===== config.mk =====
export PLATFORM = sky130hd
export DESIGN_NAME = ata_taskfile_regs
export DESIGN_NICKNAME = d
export VERILOG_FILES = /design/src/rtl/ata_tf_pkg.sv /design/src/rtl/ata_tf_decode.sv /design/src/rtl/ata_tf_status.sv /design/src/rtl/ata_tf_regfile.sv /design/src/rtl/ata_taskfile_regs.sv
export SDC_FILE = /design/constraint.sdc
export NUM_CORES = 1
export LEC_CHECK = 0
export BUFFER_PORTS_ARGS = -buffer_cell sky130_fd_sc_hd__buf_4
export CAP_MARGIN = 20
export CORE_ASPECT_RATIO = 0.6
export CORE_MARGIN = 8
export CORE_UTILIZATION = 36
export DETAILED_ROUTE_END_ITERATION = 8
export SYNTH_ARGS = -nofsm -noshare
export SYNTH_HDL_FRONTEND = slang
export SYNTH_SLANG_ARGS = --single-unit

===== constraint.sdc =====
create_clock -name clk -period 1.7 [get_ports clk]
set_clock_uncertainty 0.15 [all_clocks]
set_input_delay 0.085 -clock clk [delete_from_list [all_inputs] [get_ports clk]]
set_output_delay 0.085 -clock clk [all_outputs]
set_load 0.02 [all_outputs]

===== src/rtl/ata_tf_pkg.sv =====
package ata_tf_pkg;
  typedef enum logic [2:0] {
    OFS_DATA    = 3'd0,
    OFS_ERRFEAT = 3'd1,
    OFS_SECCNT  = 3'd2,
    OFS_SECNUM  = 3'd3,
    OFS_CYLLO   = 3'd4,
    OFS_CYLHI   = 3'd5,
    OFS_DEVHEAD = 3'd6,
    OFS_CMDSTAT = 3'd7
  } tf_ofs_e;

  localparam logic [2:0] CTL_OFS   = 3'd6;
  localparam int         NIEN_BIT  = 1;
  localparam int         LBA_BIT   = 6;

  // Status byte: BSY, ready, 0, seek complete, DRQ, 0, 0, ERR
  function automatic logic [7:0] pack_status(input logic bsy, input logic drq, input logic err);
    return {bsy, 1'b1, 1'b0, 1'b1, drq, 2'b00, err};
  endfunction

  function automatic logic [27:0] make_lba(input logic [7:0] dh, input logic [7:0] ch,
                                           input logic [7:0] cl, input logic [7:0] sn);
    return {dh[3:0], ch, cl, sn};
  endfunction
endpackage


===== src/rtl/ata_tf_decode.sv =====
module ata_tf_decode #(
  parameter int ADDR_W = 3,
  localparam int NREG = 1 << ADDR_W
) (
  input  logic              cs_cmd,
  input  logic              cs_ctl,
  input  logic [ADDR_W-1:0] addr,
  input  logic              rd,
  input  logic              wr,
  output logic [NREG-1:0]   wr_sel,
  output logic [NREG-1:0]   rd_sel,
  output logic              wr_ctl,
  output logic              rd_alt
);
  import ata_tf_pkg::*;

  for (genvar i = 0; i < NREG; i++) begin : g_sel
    assign wr_sel[i] = cs_cmd && wr && (addr == ADDR_W'(i));
    assign rd_sel[i] = cs_cmd && rd && (addr == ADDR_W'(i));
  end

  assign wr_ctl = cs_ctl && wr && (addr == ADDR_W'(CTL_OFS));
  assign rd_alt = cs_ctl && rd && (addr == ADDR_W'(CTL_OFS));
endmodule


===== src/rtl/ata_tf_status.sv =====
module ata_tf_status (
  input  logic clk,
  input  logic rst_n,
  input  logic cmd_accept,
  input  logic drq_ready,
  input  logic done,
  input  logic done_err,
  input  logic nien,
  input  logic status_rd,
  output logic bsy,
  output logic drq,
  output logic err,
  output logic intrq
);
  always_ff @(posedge clk) begin
    if (!rst_n) begin
      bsy   <= 1'b0;
      drq   <= 1'b0;
      err   <= 1'b0;
      intrq <= 1'b0;
    end else begin
      if (done) begin
        bsy <= 1'b0;
        drq <= 1'b0;
        err <= done_err;
      end else if (cmd_accept) begin
        bsy <= 1'b1;
        drq <= 1'b0;
        err <= 1'b0;
      end else if (drq_ready && bsy) begin
        bsy <= 1'b0;
        drq <= 1'b1;
      end

      if (done && !nien)   intrq <= 1'b1;
      else if (cmd_accept) intrq <= 1'b0;
      else if (status_rd)  intrq <= 1'b0;
    end
  end
endmodule


===== src/rtl/ata_tf_regfile.sv =====
module ata_tf_regfile #(
  parameter int REG_W  = 8,
  parameter int DATA_W = 16,
  parameter int ADDR_W = 3,
  localparam int NREG  = 1 << ADDR_W,
  localparam int LBA_W = 4 + 3 * REG_W
) (
  input  logic              clk,
  input  logic              rst_n,
  input  logic [NREG-1:0]   wr_en,
  input  logic              wr_ctl,
  input  logic [DATA_W-1:0] wdata,
  input  logic              done,
  input  logic              done_err,
  input  logic [REG_W-1:0]  err_code,
  input  logic [REG_W-1:0]  remaining,
  output logic [DATA_W-1:0] data_q,
  output logic [REG_W-1:0]  feat_q,
  output logic [REG_W-1:0]  errreg_q,
  output logic [REG_W-1:0]  sc_q,
  output logic [REG_W-1:0]  sn_q,
  output logic [REG_W-1:0]  cl_q,
  output logic [REG_W-1:0]  ch_q,
  output logic [REG_W-1:0]  dh_q,
  output logic [REG_W-1:0]  cmd_q,
  output logic              nien_q,
  output logic              lba_mode,
  output logic [LBA_W-1:0]  lba
);
  import ata_tf_pkg::*;

  always_ff @(posedge clk) begin
    if (!rst_n) begin
      data_q   <= '0;
      feat_q   <= '0;
      errreg_q <= '0;
      sc_q     <= '0;
      sn_q     <= '0;
      cl_q     <= '0;
      ch_q     <= '0;
      dh_q     <= '0;
      cmd_q    <= '0;
      nien_q   <= 1'b0;
    end else begin
      if (wr_en[OFS_DATA])    data_q <= wdata;
      if (wr_en[OFS_ERRFEAT]) feat_q <= wdata[REG_W-1:0];
      if (wr_en[OFS_SECNUM])  sn_q   <= wdata[REG_W-1:0];
      if (wr_en[OFS_CYLLO])   cl_q   <= wdata[REG_W-1:0];
      if (wr_en[OFS_CYLHI])   ch_q   <= wdata[REG_W-1:0];
      if (wr_en[OFS_DEVHEAD]) dh_q   <= wdata[REG_W-1:0];
      if (wr_en[OFS_CMDSTAT]) cmd_q  <= wdata[REG_W-1:0];
      if (wr_ctl)             nien_q <= wdata[NIEN_BIT];

      if (done && done_err)       sc_q <= remaining;
      else if (wr_en[OFS_SECCNT]) sc_q <= wdata[REG_W-1:0];

      if (done) errreg_q <= done_err ? err_code : '0;
    end
  end

  assign lba_mode = dh_q[LBA_BIT];
  assign lba      = make_lba(dh_q, ch_q, cl_q, sn_q);
endmodule


===== src/rtl/ata_taskfile_regs.sv =====
module ata_taskfile_regs #(
  parameter int REG_W  = 8,
  parameter int DATA_W = 16,
  parameter int ADDR_W = 3,
  localparam int NREG  = 1 << ADDR_W,
  localparam int LBA_W = 4 + 3 * REG_W
) (
  input  logic              clk,
  input  logic              rst_n,
  input  logic              host_cs_cmd,
  input  logic              host_cs_ctl,
  input  logic [ADDR_W-1:0] host_addr,
  input  logic              host_rd,
  input  logic              host_wr,
  input  logic [DATA_W-1:0] host_wdata,
  output logic [DATA_W-1:0] host_rdata,
  output logic              intrq,
  output logic              eng_cmd_strobe,
  output logic [REG_W-1:0]  eng_cmd_code,
  output logic [REG_W-1:0]  eng_cmd_features,
  input  logic              eng_drq_ready,
  input  logic              eng_done,
  input  logic              eng_err,
  input  logic [REG_W-1:0]  eng_err_code,
  input  logic [REG_W-1:0]  eng_remaining,
  output logic              lba_mode,
  output logic [LBA_W-1:0]  lba
);
  import ata_tf_pkg::*;

  logic [NREG-1:0] wr_sel, rd_sel, wr_en;
  logic            wr_ctl, rd_alt;
  logic            bsy, drq, err, nien;
  logic            cmd_accept, status_rd_evt;
  logic [DATA_W-1:0] data_q;
  logic [REG_W-1:0]  feat_q, errreg_q, sc_q, sn_q, cl_q, ch_q, dh_q, cmd_q;
  logic [REG_W-1:0]  status_byte;
  logic [DATA_W-1:0] rd_next;

  ata_tf_decode #(.ADDR_W(ADDR_W)) u_dec (
    .cs_cmd(host_cs_cmd), .cs_ctl(host_cs_ctl), .addr(host_addr),
    .rd(host_rd), .wr(host_wr),
    .wr_sel(wr_sel), .rd_sel(rd_sel), .wr_ctl(wr_ctl), .rd_alt(rd_alt)
  );

  assign wr_en         = bsy ? '0 : wr_sel;
  assign cmd_accept    = wr_en[OFS_CMDSTAT];
  assign status_rd_evt = rd_sel[OFS_CMDSTAT];

  ata_tf_status u_stat (
    .clk(clk), .rst_n(rst_n), .cmd_accept(cmd_accept), .drq_ready(eng_drq_ready),
    .done(eng_done), .done_err(eng_err), .nien(nien), .status_rd(status_rd_evt),
    .bsy(bsy), .drq(drq), .err(err), .intrq(intrq)
  );

  ata_tf_regfile #(.REG_W(REG_W), .DATA_W(DATA_W), .ADDR_W(ADDR_W)) u_rf (
    .clk(clk), .rst_n(rst_n), .wr_en(wr_en), .wr_ctl(wr_ctl), .wdata(host_wdata),
    .done(eng_done), .done_err(eng_err), .err_code(eng_err_code),
    .remaining(eng_remaining),
    .data_q(data_q), .feat_q(feat_q), .errreg_q(errreg_q), .sc_q(sc_q),
    .sn_q(sn_q), .cl_q(cl_q), .ch_q(ch_q), .dh_q(dh_q), .cmd_q(cmd_q),
    .nien_q(nien), .lba_mode(lba_mode), .lba(lba)
  );

  assign status_byte = pack_status(bsy, drq, err);

  always_comb begin
    rd_next = '0;
    if (rd_alt) rd_next = DATA_W'(status_byte);
    else if (host_cs_cmd) begin
      case (tf_ofs_e'(host_addr))
        OFS_DATA:    rd_next = data_q;
        OFS_ERRFEAT: rd_next = DATA_W'(errreg_q);
        OFS_SECCNT:  rd_next = DATA_W'(sc_q);
        OFS_SECNUM:  rd_next = DATA_W'(sn_q);
        OFS_CYLLO:   rd_next = DATA_W'(cl_q);
        OFS_CYLHI:   rd_next = DATA_W'(ch_q);
        OFS_DEVHEAD: rd_next = DATA_W'(dh_q);
        default:     rd_next = DATA_W'(status_byte);
      endcase
    end
  end

  always_ff @(posedge clk) begin
    if (!rst_n) begin
      host_rdata     <= '0;
      eng_cmd_strobe <= 1'b0;
    end else begin
      if (host_rd && (host_cs_cmd || rd_alt)) host_rdata <= rd_next;
      eng_cmd_strobe <= cmd_accept;
    end
  end

  assign eng_cmd_code     = cmd_q;
  assign eng_cmd_features = feat_q;
endmodule


==> results of run 1 <==
==> metrics by stage <==
step	cell area, um^2	setup WS [ps]	cells
2_1_floorplan	4660	216	514
3_3_place_gp	5670	159	778
3_5_place_dp	5670	45.2	778
4_1_cts	6310	20.2	829
5_1_grt	6330	6.40	829
6_report	6330	50.0	829
==> routing by layer <==
| layer | part of all wire | up-vias |
|---|---|---|
| li1 | - | 2062 |
| met1 | 0.49 | 2089 |
| met2 | 0.41 | 181 |
| met3 | 0.10 | 8 |
| met4 | 0.0038 | 0 |
| met5 | 0 | - |
==> placed cells by master (no fill, tap or decap), types with 2 or more instances in the layout <==
cell / netlist / final
mux2i_1: 31 / 30
nor2_4: 1 / 2
nor2b_1: 42 / 42
a22oi_1: 10 / 10
a21boi_0: 31 / 30
nand3_1: 23 / 23
nor2_2: 3 / 2
a311oi_1: 2 / 2
buf_4: 9 / 141
clkbuf_16: 0 / 9
or3_1: 3 / 2
a21boi_1: 19 / 20
o22ai_1: 2 / 2
o211ai_1: 4 / 4
nand3b_1: 3 / 3
and2_1: 2 / 2
mux2_2: 3 / 3
o211a_1: 8 / 8
nand2_1: 93 / 93
mux4_2: 4 / 4
dlygate4sd3_1: 0 / 39
dfxtp_1: 102 / 101
nor3_1: 2 / 2
nand2b_1: 9 / 9
a21oi_1: 13 / 13
o21ai_0: 32 / 32
o2bb2ai_1: 3 / 3
inv_1: 4 / 4
==> kinds of logic (layout without fill, tap and decap cells) <==
family / count (synthesis) / count (layout) / synth area share
mux: 38 / 38 / 0.0932
compound gates: 132 / 132 / 0.196
simple gates: 190 / 190 / 0.211
buf+inv: 52 / 197 / 0.0610
flops: 102 / 102 / 0.438
==> flip-flops by register name, indices dropped and copies added, names as in the netlist, 8 cells and up <==
name / flops
u_rf.ch_q: 8
u_rf.data_q: 16
u_rf.sn_q: 8
u_rf.cmd_q: 8
u_rf.sc_q: 8
u_rf.cl_q: 8
host_rdata: 16
u_rf.errreg_q: 8
u_rf.feat_q: 8
u_rf.dh_q: 8
==> cell type report <==
type	instances	area [um^2]
clock inverter	2	12.5
multi-input combinational	360	2350
fill	1236	6400
tap	170	213
clock buffer	10	239
inverter	4	15.0
sequential	102	2040
timing repair buffer	181	1460
==> power by group through the flow <==
stage	Sequential, mW	Combinational [mW]	Clock, mW
2_1_floorplan	2.54	0.298	0
4_1_cts	2.48	0.638	1.90
3_3_place_gp	2.53	0.560	0
5_1_grt	2.48	0.690	1.99
6_report	2.48	0.646	1.86
3_5_place_dp	2.53	0.567	0
==> worst max-delay path by stage <==
stage | start | end | slack [ps] | depth (start not counted)
finish | u_stat.bsy | u_stat.err | 50 | 5
global route | u_stat.bsy | u_rf.data_q[3] | 6 | 5
CTS | u_stat.bsy | u_rf.cl_q[4] | 20 | 5
detailed placement | u_stat.bsy | u_rf.cl_q[4] | 50 | 5
global placement | u_stat.bsy | u_stat.bsy | 160 | 4
floorplan | u_stat.bsy | u_rf.sc_q[5] | 220 | 6
==> worst max-delay path: stages (launching register included) <==
cell and delay (ps):
dfxtp_2 340, nand4b_1 250, buf_4 230, or2_1 360
nand3b_1 150, a21boi_1 70
==> repair_timing <==
action,4_1_cts,5_1_grt
resized for setup,0,6
hold buffers,39,0
endpoints found under the hold margin,75,0
endpoints found under the setup margin,0,10
==> results.yml, run 1 <==
status:
  status: "finished, final reports clean"
layout:
  nNetsFinal: 702
  area_growth_syn_to_layout_pct: 35.9
  n_antenna_cell: 0
  drive_gt1_frac: 0.263
  fin_util: 0.497
worst_hold_path:
  hold_path_end: "host_rdata[7]"
  hp-class: "input pin to flip-flop"
  min-delay-start: "host_rd"
  hold_depth: 4
clock_network:
  clock-sinks: 102
  cts_max_level: 3
  cts_tree: "built"
  clock_path_buffers: 2
  tritoncts.num_buffers: 9
  cts_setup_buffers: 0
  path_clk_slew_ps: 60
  worstSkewPairLatency_ps: 350
  root_buffer: "clkbuf_16"
global_route:
  grt_usage: 0.185
  overflow: 0
  grt_use_met2: 0.255
  use_met1: 0.272
  use_met3: 0.0644
  grt_pass1_vias: 4203
  antenna_found_initial: 0
  grt_max_degree: 34
  grt_pass1_wl_mm: 24.5
  top_usage_layer: "met1"
route:
  dr.first_iter.drc_count: 359
  drc: 0
  vias_per_cell: 5.24
  wl_per_cell_um: 19.2
  dr.pass1.iters: 5
  antenna_left: 0
  drt_wl_total_mm: 15.9
  vias: 4340
critical_path:
  crit_required_ps: 1780
  r2r_end: "u_stat.err"
  cp-end-kind: "flip-flop"
  crit_arrival_ps: 1730
  reg2reg_depth: 5
  r2r_start: "u_stat.bsy"
  cp-start-kind: "flip-flop"
  crit_fanout: 10
  r2r_setup_slack_ps: 50
  critPathKind: "flip-flop to flip-flop"
sta:
  worst_hold_slack_ps: 50.9
  slew_viol_final: 0
  worst_pin_slew_ps: 450
  tns_ps: 0
  maxSlewHeadroom: 0.692
  hold_viol: 0
  setup_viol: 0
  fmax_mhz: 606
  rsz0062_at_grt: "no"
  min_period_ps: 1650
  fin_crit_sh: 0.971
power:
  p_leak_nw: 2.62
  swShare: 0.249
  vdd_drop_max_uv: 420
  power_frac_comb: 0.129
  p_switching_mw: 1.24
  cellPowerDensity_nw_per_um2: 788
  power_frac_seq: 0.497
  p_int_mw: 3.75
  clockPowerShare: 0.373
  p_total_mw: 4.99
flow_run:
  drv_cap: 0
place:
  port_buffers: 106
  dp_hpwl_mm: 11.7
  gp_congestion: 0.899
yosys:
  syn-cell-area_um2: 4660
  ys_ff_latch: 102
  synth_seq_area_share: 0.438
  synth.net_count: 558
  netlist.area_leader.share: 0.438
  ys_types: 46
  synth_largest_area_cell: "dfxtp_1"
  synthCells: 514
  yosys-top-cells-area: "dfxtp_1, nand2_1, mux2i_1, nor2b_1, a21boi_0"
  dominantRegCellSynth: "dfxtp_1"
  synth_most_common_cell: "dfxtp_1"
  synth_edf_count: 0
  async_flop_share: 0
  avgSynthCellArea_um2: 9.06
  synth_common_cells: "dfxtp_1, nand2_1, nor2b_1, o21ai_0"
  yosysWarnings: 0
floorplanning:
  rows: 32
  die_w_um: 163
  die_h_um: 104
  initial_core_util: 0.366
  io_pins: 107
  core_area_um2: 12700
  die-area_um2: 17000
Note: power is estimated with default switching activity, not from simulation.
==> run 2: changes to the inputs <==
CORE_UTILIZATION = 54   (was 36)
PLACE_DENSITY = 0.8   (was not set)
==> run 2 against run 1 <==
  * Utilization is 24 points higher
  * Design area is 0.87% lower
  * First-iteration DRC count is 30% higher
  * Die area is 30% lower
  * Total power is 0.18% higher
  * Combinational power is 1% higher
  * Non-clock buffer count is 9 lower
  * Hold slack worse by 43 ps
  * Clock power hardly changed
  * Flip-flop and latch count stayed put
  * Global-route usage is 7.3 points higher
  * Sequential power hardly changed
  * Largest power group unchanged
==> results.yml, run 2 (synthesized netlist as in run 1, its figures left out) <==
status:
  status: "finished, final reports clean"
layout:
  top_regs: "host_rdata (16), u_rf.data_q (16)"
  drive_gt1_frac: 0.254
  fin_util: 0.742
  n_antenna_cell: 0
  mostFrequentLayoutCells: "buf_4, dfxtp_1, nand2_1, nor2b_1, dlygate4sd3_1"
  final_cell_area_um2: 6270
  area_growth_syn_to_layout_pct: 34.7
  fill_cells: 603
  layout_commonest_cell: "buf_4"
  nNetsFinal: 694
floorplanning:
  die-area_um2: 12000
  io_pins: 107
  core_area_um2: 8460
  die_h_um: 87.9
  initial_core_util: 0.551
  die_w_um: 136
  rows: 26
critical_path:
  critPathKind: "flip-flop to flip-flop"
  crit_arrival_ps: 1730
  crit_fanout: 12
  cp-end-kind: "flip-flop"
  crit_required_ps: 1780
  r2r_setup_slack_ps: 50
  cp-start-kind: "flip-flop"
clock_network:
  worstSkewPairLatency_ps: 350
  clock_path_buffers: 2
  clock-sinks: 102
  path_clk_slew_ps: 70
  cts_max_level: 3
  tritoncts.num_buffers: 9
  cts_tree: "built"
  root_buffer: "clkbuf_16"
place:
  gp_congestion: 0.896
  port_buffers: 106
  dp_hpwl_mm: 10.7
  placedInstanceArea_um2: 5510
sta:
  slew_viol_final: 0
  hold_viol: 0
  maxSlewHeadroom: 0.638
  fmax_mhz: 607
  setup_viol: 0
  fin_crit_sh: 0.968
  min_period_ps: 1650
  tns_ps: 0
  worst_pin_slew_ps: 540
global_route:
  grt_max_degree: 32
  antenna_found_initial: 0
  grt_pass1_vias: 4230
  grt_usage: 0.259
  overflow: 0
  grt_pass1_wl_mm: 23.6
route:
  drt_wl_total_mm: 15.5
  dr.first_iter.drc_count: 467
  dr.pass1.iters: 5
  vias_per_cell: 5.84
  drc: 0
  vias: 4464
  wl_per_cell_um: 20.3
  antenna_left: 0
flow_run:
  drv_cap: 0
worst_hold_path:
  hp-class: "input pin to flip-flop"
power:
  vdd_drop_max_uv: 601
  p_leak_nw: 2.61
  cellPowerDensity_nw_per_um2: 796
-- run 2: layout make-up --
cell class | count | area (um^2) | share of cell area
Clock buffer | 12 | 246 | 0.0393
Clock inverter | 2 | 10.0 | 0.00160
Inverter | 4 | 15.0 | 0.00239
Multi-Input combinational cell | 361 | 2370 | 0.378
Sequential cell | 102 | 2040 | 0.326
Tap cell | 112 | 140 | 0.0223
Timing Repair Buffer | 172 | 1450 | 0.230
-- run 2: report_power, final --
group	switching [mW]	internal [mW]
Combinational	0.341	0.314
Clock	0.848	1.01
Sequential	0.0386	2.44
-- run 2: final timing paths --
kind / start / to / cells after the start
hold / removal: eng_done / u_stat.bsy / 3
hold reg to reg: u_rf.cmd_q[0] / u_rf.cmd_q[0] / 2
setup / recovery: u_stat.bsy / u_rf.data_q[14] / 5
setup reg to reg: u_stat.bsy / u_rf.data_q[14] / 5
-- run 2: through the flow --
| stage | cells | hold slack [ps] | total power [mW] | setup WS [ps] |
|---|---|---|---|---|
| floorplan | 514 | 69.8 | 2.84 | 216 |
| global placement | 704 | 184 | 3.06 | 54.4 |
| detailed placement | 704 | 194 | 3.08 | -23.9 |
| CTS | 758 | 0.0848 | 4.98 | 5.57 |
| global route | 765 | 28.1 | 5.18 | -4.21 |
| finish | 765 | 7.80 | 5.00 | 53.6 |
-- run 2: worst max-delay path, stage by stage (launching register included) --
cell       delay, ps
dfxtp_2          350
nand4bb_4        310
or3_4            370
buf_4            190
nand2_1           90
a21boi_1          70
-- run 2: what timing repair did --
action	CTS	global route
pin swaps	0	3
buffers inserted	0	6
setup endpoints to repair	11	36
hold buffers	40	0
hold endpoints to repair	79	0
resized for setup	2	7
cloned	0	1
-- run 2: routing by layer --
layer	vias to the layer above	wire length [um]	global-route usage
met4	0	346	0.0902
met1	2148	6710	0.351
met2	227	6710	0.370
met3	34	1750	0.0939
li1	2055	-	-
met5	-	0	0
==> run 3: changes to the inputs <==
CORE_UTILIZATION = 45   (was 54)
PLACE_DENSITY = 0.68   (was 0.8)
==> run 3 against run 2 <==
  * Utilization down 10 points
  * Global-route usage is 3.5 points lower
  * Flip-flop and latch count unchanged
  * Maximum frequency is 1.4% higher
  * Routed wire length rose by 0.14%
  * Critical path depth is 1 higher
  * Total power grew 8.7%
  * Die area up 17%
  * Cell count up 3.9%
  * Hold slack improved by 14 ps
  * Clock-buffer cell count shrank 1
  * Setup slack improved by 22 ps
  * Largest cell class unchanged
==> results.yml, run 3 (synthesized netlist as in run 1, its figures left out) <==
sta:
  maxSlewHeadroom: 0.700
  slew_viol_final: 0
  setup_viol: 0
  fmax_mhz: 616
  rsz0062_at_grt: "no"
  worst_hold_slack_ps: 21.6
  worst_pin_slew_ps: 449
  min_period_ps: 1620
  hold_viol: 0
  fin_ws_ps: 76.0
  fin_crit_sh: 0.955
status:
  status: "finished, final reports clean"
route:
  dr.pass1.iters: 5
  drt_wl_total_mm: 15.5
  vias: 4367
  drc: 0
  dr.first_iter.drc_count: 400
  wl_per_cell_um: 19.5
  vias_per_cell: 5.49
  antenna_left: 0
critical_path:
  cp-end-kind: "flip-flop"
  cp-start-kind: "input pin"
  critical_path_buf_inv_count: 2
  crit_chain: "dlygate4sd3_1 -> buf_4 -> nand4b_1 -> or3_4 -> mux2i_1 -> nor2b_1"
  crit_required_ps: 1800
  r2r_start: "u_stat.bsy"
  crit_arrival_ps: 1720
  critPathTopFamily: "simple AND/OR/NAND/NOR gates"
  cp-startpoint: "host_wr"
  critPathKind: "input pin to flip-flop"
  crit_fanout: 8
  r2r_setup_slack_ps: 80
  cp_slowest_cell: "dlygate4sd3_1"
  cp_slowest_stage_delay_ps: 530
clock_network:
  path_clk_slew_ps: 70
  clock_path_buffers: 2
  root_buffer: "clkbuf_16"
  clock-sinks: 102
  cts_max_level: 3
  cts_tree: "built"
  worstSkewPairLatency_ps: 360
  tritoncts.num_buffers: 9
global_route:
  antenna_found_initial: 0
  grt_use_met2: 0.324
  use_met3: 0.0922
  grt_max_degree: 36
  use_met1: 0.307
  grt_pass1_wl_mm: 24.3
  overflow: 0
  grt_usage: 0.224
  grt_pass1_vias: 4291
  top_usage_layer: "met2"
layout:
  drive_gt1_frac: 0.258
  area_growth_syn_to_layout_pct: 37.1
  fill_cells: 864
  nNetsFinal: 699
  n_antenna_cell: 0
  mostFrequentLayoutCells: "buf_4, dfxtp_1, nand2_1, dlygate4sd3_1, nor2b_1"
  layout_commonest_cell: "buf_4"
  top_regs: "host_rdata (16), u_rf.data_q (16)"
power:
  p_switching_mw: 1.31
  power_frac_comb: 0.121
  cellPowerDensity_nw_per_um2: 851
  power_frac_seq: 0.456
  swShare: 0.240
  vdd_drop_max_uv: 569
  p_int_mw: 4.13
  p_leak_nw: 2.67
  clockPowerShare: 0.423
place:
  dp_hpwl_mm: 11.2
  port_buffers: 106
  gp_congestion: 0.869
  place_worst_setup_slack_ps: -75.8
floorplanning:
  die_h_um: 94.8
  initial_core_util: 0.468
  die-area_um2: 14000
  core_area_um2: 9950
  die_w_um: 147
  rows: 28
  io_pins: 107
flow_run:
  drv_cap: 0
worst_hold_path:
  min-delay-start: "host_rd"
  hp-class: "input pin to flip-flop"
## run 3: layer usage
| metal | routed length (um) | vias up |
|---|---|---|
| met5 | 0 | - |
| met4 | 144 | 0 |
| met3 | 1620 | 17 |
| met2 | 6550 | 191 |
| met1 | 7220 | 2102 |
| li1 | - | 2057 |
## run 3: final timing paths
check / endpoint / depth (start not counted)
worst max-delay path: u_rf.cl_q[4] / 6
worst min-delay path: u_stat.intrq / 4
worst max register to register: u_rf.cl_q[4] / 4
worst min register to register: u_rf.cmd_q[5] / 2
## run 3: layout make-up
| class | count | area, um^2 | share of cell area |
|---|---|---|---|
| Clock inverter | 5 | 81.3 | 0.0127 |
| Timing Repair Buffer | 178 | 1480 | 0.232 |
| Sequential cell | 102 | 2040 | 0.320 |
| Clock buffer | 11 | 253 | 0.0396 |
| Inverter | 4 | 15.0 | 0.00235 |
| Tap cell | 135 | 169 | 0.0264 |
| Multi-Input combinational cell | 360 | 2340 | 0.367 |
## run 3: metrics by stage
step | utilization | total power [mW] | std cells | TNS, ps | instance area, um^2
3_3_place_gp | 0.563 | 3.09 | 735 | 0 | 5600
2_1_floorplan | - | 2.84 | 514 | 0 | 4660
3_5_place_dp | 0.563 | 3.10 | 735 | -476 | 5600
6_report | 0.642 | 5.43 | 795 | 0 | 6390
4_1_cts | 0.641 | 5.43 | 794 | 0 | 6370
5_1_grt | 0.642 | 5.60 | 795 | 0 | 6390
## run 3: what timing repair did
item                                   in CTS  in global routing
setup buffers                               0                  1
gates cloned                                0                  0
setup endpoints to repair                  13                 19
pin swaps                                   0                  1
endpoints found under the hold margin      86                  0
resized for setup                           2                  2
hold buffers                               43                  0
## run 3: power by group through the flow
stage | logic (mW) | clock network [mW] | registers, mW
floorplan | 0.298 | 0 | 2.54
global placement | 0.557 | 0 | 2.53
detailed placement | 0.564 | 0 | 2.53
CTS | 0.644 | 2.31 | 2.48
global route | 0.696 | 2.42 | 2.48
finish | 0.655 | 2.30 | 2.48
## run 3: tightest hold or removal path: cells and delay by family
family          cells  cell delay, ps
compound gates      3             270
buf+inv             1             120
